### src/rtl/pp_link_pkg.sv
package pp_link_pkg;

  typedef enum logic [2:0] {
    ST_IDLE,
    ST_F_SETUP,
    ST_F_STROBE,
    ST_F_RELEASE,
    ST_R_ENTER,
    ST_R_IDLE,
    ST_R_LATCH,
    ST_R_EXIT
  } link_state_e;

  localparam int CTL_LINES = 3;

endpackage

### src/rtl/pp_link_sync.sv
module pp_link_sync #(
  parameter int             W       = 1,
  parameter logic [W-1:0]   RST_VAL = '0
) (
  input  logic         clk,
  input  logic         rst,
  input  logic [W-1:0] d_i,
  output logic [W-1:0] q_o
);

  for (genvar i = 0; i < W; i++) begin : g_bit
    logic meta_q;
    logic sync_q;
    always_ff @(posedge clk) begin
      if (rst) begin
        meta_q <= RST_VAL[i];
        sync_q <= RST_VAL[i];
      end else begin
        meta_q <= d_i[i];
        sync_q <= meta_q;
      end
    end
    assign q_o[i] = sync_q;
  end

endmodule

### src/rtl/pp_link_timer.sv
module pp_link_timer #(
  parameter int CNT_W = 16
) (
  input  logic             clk,
  input  logic             rst,
  input  logic             wait_en,
  input  logic             wait_clr,
  input  logic [CNT_W-1:0] limit,
  output logic             hit
);

  logic [CNT_W-1:0] cnt_q;

  always_ff @(posedge clk) begin
    if (rst || !wait_en || wait_clr) begin
      cnt_q <= '0;
    end else if (cnt_q != {CNT_W{1'b1}}) begin
      cnt_q <= cnt_q + 1'b1;
    end
  end

  assign hit = wait_en && (cnt_q >= limit);

  // the wait counter restarts whenever no wait is open
  a_r8_count_restarts: assert property (@(posedge clk) disable iff (rst)
    !wait_en |=> (cnt_q == '0));

endmodule

### src/rtl/pp_link_engine.sv
module pp_link_engine
  import pp_link_pkg::*;
#(
  parameter int DATA_W = 8
) (
  input  logic              clk,
  input  logic              rst,
  input  logic              tx_valid,
  input  logic              tx_is_cmd,
  input  logic [DATA_W-1:0] tx_byte,
  output logic              tx_ready,
  input  logic              rev_req,
  output logic              rx_valid,
  output logic [DATA_W-1:0] rx_byte,
  output logic              rx_is_data,
  input  logic              tag_s,
  input  logic              stb_s,
  input  logic              dack_n_s,
  input  logic [DATA_W-1:0] data_s,
  input  logic              tmo_hit,
  output logic              wait_en,
  output logic              wait_clr,
  output logic              tmo_flag,
  output logic [DATA_W-1:0] bus_out,
  output logic              bus_oe,
  output logic              host_stb,
  output logic              host_tag,
  output logic              dir_req_n
);

  link_state_e state_q, state_d;
  logic        accept;
  logic        tmo_now;
  logic        kind_q;

  assign wait_en = (state_q == ST_F_STROBE) || (state_q == ST_F_RELEASE) ||
                   (state_q == ST_R_ENTER)  || (state_q == ST_R_LATCH);

  assign tx_ready = (state_q == ST_IDLE) && !rev_req && !tag_s;
  assign accept   = tx_ready && tx_valid;

  always_comb begin
    state_d = state_q;
    tmo_now = 1'b0;
    case (state_q)
      ST_IDLE: begin
        if (rev_req)     state_d = ST_R_ENTER;
        else if (accept) state_d = ST_F_SETUP;
      end
      ST_F_SETUP: state_d = ST_F_STROBE;
      ST_F_STROBE: begin
        if (tag_s) state_d = ST_F_RELEASE;
        else if (tmo_hit) begin
          state_d = ST_IDLE;
          tmo_now = 1'b1;
        end
      end
      ST_F_RELEASE: begin
        if (!tag_s) state_d = ST_IDLE;
        else if (tmo_hit) begin
          state_d = ST_IDLE;
          tmo_now = 1'b1;
        end
      end
      ST_R_ENTER: begin
        if (!dack_n_s) state_d = ST_R_IDLE;
        else if (tmo_hit) begin
          state_d = ST_R_EXIT;
          tmo_now = 1'b1;
        end
      end
      ST_R_IDLE: begin
        if (!rev_req)     state_d = ST_R_EXIT;
        else if (!stb_s)  state_d = ST_R_LATCH;
      end
      ST_R_LATCH: begin
        if (stb_s) state_d = ST_R_IDLE;
        else if (tmo_hit) begin
          state_d = ST_R_EXIT;
          tmo_now = 1'b1;
        end
      end
      ST_R_EXIT: begin
        if (dack_n_s) state_d = ST_IDLE;
      end
      default: state_d = ST_IDLE;
    endcase
  end

  assign wait_clr = (state_d != state_q);

  always_ff @(posedge clk) begin
    if (rst) begin
      state_q    <= ST_IDLE;
      host_stb   <= 1'b1;
      host_tag   <= 1'b0;
      dir_req_n  <= 1'b1;
      bus_oe     <= 1'b1;
      bus_out    <= '0;
      rx_valid   <= 1'b0;
      rx_byte    <= '0;
      rx_is_data <= 1'b0;
      tmo_flag   <= 1'b0;
      kind_q     <= 1'b0;
    end else begin
      state_q  <= state_d;
      rx_valid <= 1'b0;
      tmo_flag <= tmo_now;

      if (!dack_n_s)                                 bus_oe <= 1'b0;
      else if (state_q == ST_R_EXIT)                 bus_oe <= 1'b1;

      case (state_q)
        ST_IDLE: begin
          if (rev_req) begin
            dir_req_n <= 1'b0;
            host_tag  <= 1'b0;
          end else if (accept) begin
            bus_out  <= tx_byte;
            host_tag <= !tx_is_cmd;
          end
        end
        ST_F_SETUP: host_stb <= 1'b0;
        ST_F_STROBE: begin
          if (tag_s) host_stb <= 1'b1;
          else if (tmo_hit) begin
            host_stb <= 1'b1;
            host_tag <= 1'b0;
          end
        end
        ST_F_RELEASE: begin
          if (!tag_s || tmo_hit) host_tag <= 1'b0;
        end
        ST_R_ENTER: begin
          if (dack_n_s && tmo_hit) dir_req_n <= 1'b1;
        end
        ST_R_IDLE: begin
          if (!rev_req) dir_req_n <= 1'b1;
          else if (!stb_s) begin
            host_tag <= 1'b1;
            kind_q   <= tag_s;
          end
        end
        ST_R_LATCH: begin
          if (stb_s) begin
            rx_byte    <= data_s;
            rx_is_data <= kind_q;
            rx_valid   <= 1'b1;
            host_tag   <= 1'b0;
          end else if (tmo_hit) begin
            host_tag  <= 1'b0;
            dir_req_n <= 1'b1;
          end
        end
        default: ;
      endcase
    end
  end

  // bus value and type mark hold while the strobe is low
  a_r2_hold_while_low: assert property (@(posedge clk) disable iff (rst)
    (!host_stb && $past(!host_stb)) |-> ($stable(bus_out) && $stable(host_tag)));

  // the strobe returns high only on a seen acknowledge or a timeout
  a_r3_rise_needs_ack: assert property (@(posedge clk) disable iff (rst)
    $rose(host_stb) |-> ($past(tag_s) || $past(tmo_hit)));

  // a granted turnaround releases the bus drivers
  a_r5_release_bus: assert property (@(posedge clk) disable iff (rst)
    !dack_n_s |=> !bus_oe);

  // inbound byte strobe lasts one cycle
  a_r6_rx_pulse: assert property (@(posedge clk) disable iff (rst)
    rx_valid |=> !rx_valid);

  // timeout indication lasts one cycle
  a_r8_tmo_pulse: assert property (@(posedge clk) disable iff (rst)
    tmo_flag |=> !tmo_flag);

  // no outbound strobe while inbound mode is requested
  a_r9_quiet_stb: assert property (@(posedge clk) disable iff (rst)
    !dir_req_n |-> (host_stb && !tx_ready));

endmodule

### src/rtl/pp_host_link.sv
module pp_host_link
  import pp_link_pkg::*;
#(
  parameter int DATA_W = 8,
  parameter int TMO_W  = 16
) (
  input  logic              clk,
  input  logic              rst,
  input  logic [TMO_W-1:0]  tmo_limit,
  input  logic              tx_valid,
  input  logic              tx_is_cmd,
  input  logic [DATA_W-1:0] tx_byte,
  output logic              tx_ready,
  input  logic              rev_req,
  output logic              rx_valid,
  output logic [DATA_W-1:0] rx_byte,
  output logic              rx_is_data,
  output logic              tmo_flag,
  output logic [DATA_W-1:0] bus_out,
  output logic              bus_oe,
  input  logic [DATA_W-1:0] bus_in,
  output logic              host_stb,
  output logic              host_tag,
  output logic              dir_req_n,
  input  logic              pr_tag_i,
  input  logic              pr_stb_i,
  input  logic              dir_ack_n_i
);

  localparam logic [CTL_LINES-1:0] CTL_IDLE = 3'b110;

  logic [CTL_LINES-1:0] ctl_s;
  logic [DATA_W-1:0]    data_s;
  logic                 wait_en, wait_clr, tmo_hit;

  pp_link_sync #(.W(CTL_LINES), .RST_VAL(CTL_IDLE)) u_ctl_sync (
    .clk (clk),
    .rst (rst),
    .d_i ({dir_ack_n_i, pr_stb_i, pr_tag_i}),
    .q_o (ctl_s)
  );

  pp_link_sync #(.W(DATA_W), .RST_VAL('0)) u_data_sync (
    .clk (clk),
    .rst (rst),
    .d_i (bus_in),
    .q_o (data_s)
  );

  pp_link_timer #(.CNT_W(TMO_W)) u_timer (
    .clk      (clk),
    .rst      (rst),
    .wait_en  (wait_en),
    .wait_clr (wait_clr),
    .limit    (tmo_limit),
    .hit      (tmo_hit)
  );

  pp_link_engine #(.DATA_W(DATA_W)) u_engine (
    .clk        (clk),
    .rst        (rst),
    .tx_valid   (tx_valid),
    .tx_is_cmd  (tx_is_cmd),
    .tx_byte    (tx_byte),
    .tx_ready   (tx_ready),
    .rev_req    (rev_req),
    .rx_valid   (rx_valid),
    .rx_byte    (rx_byte),
    .rx_is_data (rx_is_data),
    .tag_s      (ctl_s[0]),
    .stb_s      (ctl_s[1]),
    .dack_n_s   (ctl_s[2]),
    .data_s     (data_s),
    .tmo_hit    (tmo_hit),
    .wait_en    (wait_en),
    .wait_clr   (wait_clr),
    .tmo_flag   (tmo_flag),
    .bus_out    (bus_out),
    .bus_oe     (bus_oe),
    .host_stb   (host_stb),
    .host_tag   (host_tag),
    .dir_req_n  (dir_req_n)
  );

endmodule

### config.mk
export PLATFORM = sky130hd
export DESIGN_NAME = pp_host_link
export DESIGN_NICKNAME = d
export VERILOG_FILES = /design/src/rtl/pp_link_pkg.sv /design/src/rtl/pp_link_sync.sv /design/src/rtl/pp_link_timer.sv /design/src/rtl/pp_link_engine.sv /design/src/rtl/pp_host_link.sv
export SDC_FILE = /design/constraint.sdc
export NUM_CORES = 1
export LEC_CHECK = 0
export BUFFER_PORTS_ARGS = -buffer_cell sky130_fd_sc_hd__buf_2
export CORE_MARGIN = 2
export CORE_UTILIZATION = 59
export DETAILED_ROUTE_END_ITERATION = 8
export GPL_ROUTABILITY_DRIVEN = 1
export GPL_TIMING_DRIVEN = 1
export MAX_ROUTING_LAYER = met4
export PLACE_DENSITY_LB_ADDON = 0.3
export SETUP_SLACK_MARGIN = 0.05
export SLEW_MARGIN = 20
export SYNTH_ARGS = -nofsm -noshare
export SYNTH_HDL_FRONTEND = slang
export SYNTH_SLANG_ARGS = --single-unit
### constraint.sdc
create_clock -name clk -period 4.95 [get_ports clk]
set_input_delay 0.2475 -clock clk [delete_from_list [all_inputs] [get_ports clk]]
set_output_delay 0.2475 -clock clk [all_outputs]
set_load 0.01 [all_outputs]
==> flow_metrics.env <==
export IMPL_maxCapViolations=0
export IMPL_synth_area_um2=3100
export IMPL_die_h_um=76.5
export IMPL_worst_pin_slew_ns=0.842
export IMPL_syn_area_per_cell_um2=8.44
export IMPL_antenna_found_initial=0
export IMPL_netlist_instances=367
export IMPL_ys_top_cells_by_area="dfxtp_1, ha_1, nand2_1, a21oi_1, nor2b_1"
export IMPL_fmax_mhz=347
export IMPL_fin_crit_ns=2.88
export IMPL_track_usage=0.238
export IMPL_rsz0062_at_grt="no"
export IMPL_htree_levels=3
export IMPL_cts_resized_gates=0
export IMPL_grt_overflow_total=0
export IMPL_holdPathEnd="u_ctl_sync.g_bit[1].meta_q"
export IMPL_grt_pass1_vias=2472
export IMPL_fin_area_um2=3630
export IMPL_syn_num_nets=425
export IMPL_root_buffer="clkbuf_8"
export IMPL_grt_max_degree=51
export IMPL_hold_viol_final=0
export IMPL_slew_headroom=0.439
export IMPL_synth_most_common_cell="dfxtp_1"
export IMPL_route_vias_total=2735
export IMPL_numCtsBuffers=9
export IMPL_dr_pass1_iters=5
export IMPL_routed_wl_um=6480
export IMPL_criticalPathCategory="flip-flop to flip-flop"
export IMPL_die_area_um2=5850
export IMPL_vdd_drop_max_uv=369
export IMPL_nets=484
export IMPL_synth_edf_count=0
export IMPL_synth_top_area_frac=0.420
export IMPL_synth_flop_cell="dfxtp_1"
export IMPL_dp_hpwl_um=4550
export IMPL_synth_top_area_cell="dfxtp_1"
export IMPL_core_area_um2=5070
export IMPL_ys_types=54
export IMPL_setup_viol=0
export IMPL_cts_sinks=65
export IMPL_leakage_nw=1.56
export IMPL_fin_crit_sh=0.582
export IMPL_cp_start_kind="flip-flop"
export IMPL_pre_cts_ws_ns=2.08
export IMPL_area_growth_syn_to_layout_pct=17.3
export IMPL_placement_io_buffers=63
export IMPL_postCtsSetupRepairBufs=0
export IMPL_postPlaceCellArea_um2=3430
export IMPL_n_fill_cell=419
export IMPL_cts_hold_buf=0
export IMPL_crit_path_end_kind="flip-flop"
export IMPL_clk_latency_ns=0.34
export IMPL_power_density_nw_per_um2=325
export IMPL_cts_tree="built"
export IMPL_finalSetupTns_ns=0
export IMPL_yosysSeqAreaShare=0.420
export IMPL_p_total_mw=1.18
export IMPL_maxSlewViolCount=0
export IMPL_routedWlPerCell_um=12.9
export IMPL_cp_arrival_ns=3.08
export IMPL_layout_drive_gt1_share=0.213
export IMPL_synth_async_reset_ratio=0
export IMPL_yosys_warnings=0
export IMPL_hold_start="pr_stb_i"
export IMPL_drc=0
export IMPL_clkTransAtPathRegs_ns=0.08
export IMPL_synth_commonest_cells="dfxtp_1, nand2_1, a21oi_1"
export IMPL_rr_startpoint="u_timer.cnt_q[13]"
export IMPL_whs_ns=0.0907
export IMPL_critPathMaxFanout=16
export IMPL_drtAntennaViolNets=0
export IMPL_synth_seq_cells=65
export IMPL_via_per_inst=5.46
export IMPL_hold_path_class="input port to flip-flop"
export IMPL_r2r_end="u_timer.cnt_q[2]"
export IMPL_skew_ns=0.00836
export IMPL_rows=26
export IMPL_worstPathRequired_ns=5.15
export IMPL_reg2reg_slack_ns=2.07
export IMPL_drtIter0Drc=453
export IMPL_setup_slack_ns=2.07
export IMPL_reg2regPathDepth=7
export IMPL_start_util=0.610
export IMPL_diodes=0
export IMPL_routabilityCongestion=0.903
export IMPL_ioPinCount=64
export IMPL_die_w_um=76.5
export IMPL_status="finished clean"
export IMPL_grt_pass1_wl_um=11100
export IMPL_cts_buffer_depth=2
export IMPL_min_path_cells=2
-- layout make-up --
type	instances	area, um^2	area share
Clock buffer	9	124	0.0341
Clock inverter	7	78.8	0.0217
Inverter	23	86.3	0.0238
Multi-Input combinational cell	264	1640	0.452
Sequential cell	65	1300	0.358
Tap cell	70	87.6	0.0241
Timing Repair Buffer	63	315	0.0867
-- layout by cell type (no fill, tap or decap), types with 3 or more instances in the layout --
cell,count
clkinv_4,3
o21a_1,4
nand2_1,46
nor2_1,21
clkbuf_8,9
nor4_1,3
a21oi_1,33
ha_1,17
nand3_1,18
xnor2_1,4
o21ai_0,14
or2_2,4
nand2b_1,3
xor2_1,6
and3_1,5
dfxtp_1,65
nand4_1,8
inv_1,22
buf_2,63
nor2b_1,19
a211oi_1,4
nor3_1,15
mux2i_1,4
-- cells by family after synthesis --
family	Yosys count	synth area share
AO/OA/AOI/OAI	76	0.155
XOR/XNOR	10	0.0283
adder cells (fa/ha/maj)	18	0.0751
buffers and inverters	38	0.0501
flip-flops	65	0.420
multiplexers	4	0.0129
AND/OR/NAND/NOR	156	0.258
-- layer usage --
layer	global-route usage	up-vias	wire length [um]
li1	-	1396	-
met1	0.316	1214	3070
met2	0.357	113	2880
met3	0.0498	12	426
met4	0.0964	0	113
met5	-	-	0
-- stage by stage --
| step | std cells | util |
|---|---|---|
| CTS | 501 | 0.716 |
| detailed placement | 485 | 0.676 |
| global placement | 485 | 0.676 |
| floorplan | 367 | - |
| global route | 501 | 0.716 |
| finish | 501 | 0.716 |
-- power breakdown --
group	internal [mW]	switching [mW]
Clock	0.238	0.220
Sequential	0.544	0.0229
Combinational	0.0661	0.0906
-- critical path: stages (launching register included) --
cell and delay (ns):
dfxtp_1 0.36, ha_1 0.32, nand4_2 0.15, or3_1 0.41
or4_1 0.65, and4_4 0.24, o211ai_4 0.45, nor4_1 0.15
-- sequential cells by signal, indices dropped and copies added, names as in the netlist --
| name | flops |
|---|---|
| u_timer.cnt_q | 16 |
| u_ctl_sync.g_bit.meta_q | 3 |
| u_engine.rx_byte | 8 |
| u_engine.state_q | 3 |
| u_engine.dir_req_n | 1 |
| u_data_sync.g_bit.meta_q | 8 |
| u_engine.kind_q | 1 |
| u_engine.host_tag | 1 |
| u_engine.host_stb | 1 |
| u_ctl_sync.g_bit.sync_q | 3 |
| u_engine.rx_valid | 1 |
| u_data_sync.g_bit.sync_q | 8 |
| u_engine.bus_oe | 1 |
| u_engine.rx_is_data | 1 |
| u_engine.bus_out | 8 |
| u_engine.tmo_flag | 1 |
-- worst max path at each step --
stage | from | end | slack [ns] | depth (start not counted)
after floorplan | u_timer.cnt_q[13] | u_timer.cnt_q[14] | 2.44 | 9
after CTS | u_timer.cnt_q[13] | u_timer.cnt_q[2] | 2.09 | 7
after detailed placement | tmo_limit[15] | u_timer.cnt_q[2] | 2.08 | 9
final | u_timer.cnt_q[13] | u_timer.cnt_q[2] | 2.07 | 7
after global placement | tmo_limit[15] | u_timer.cnt_q[0] | 2.21 | 9
after global routing | u_timer.cnt_q[13] | u_timer.cnt_q[2] | 1.91 | 7
No activity file was read; power rests on OpenSTA's default activity.
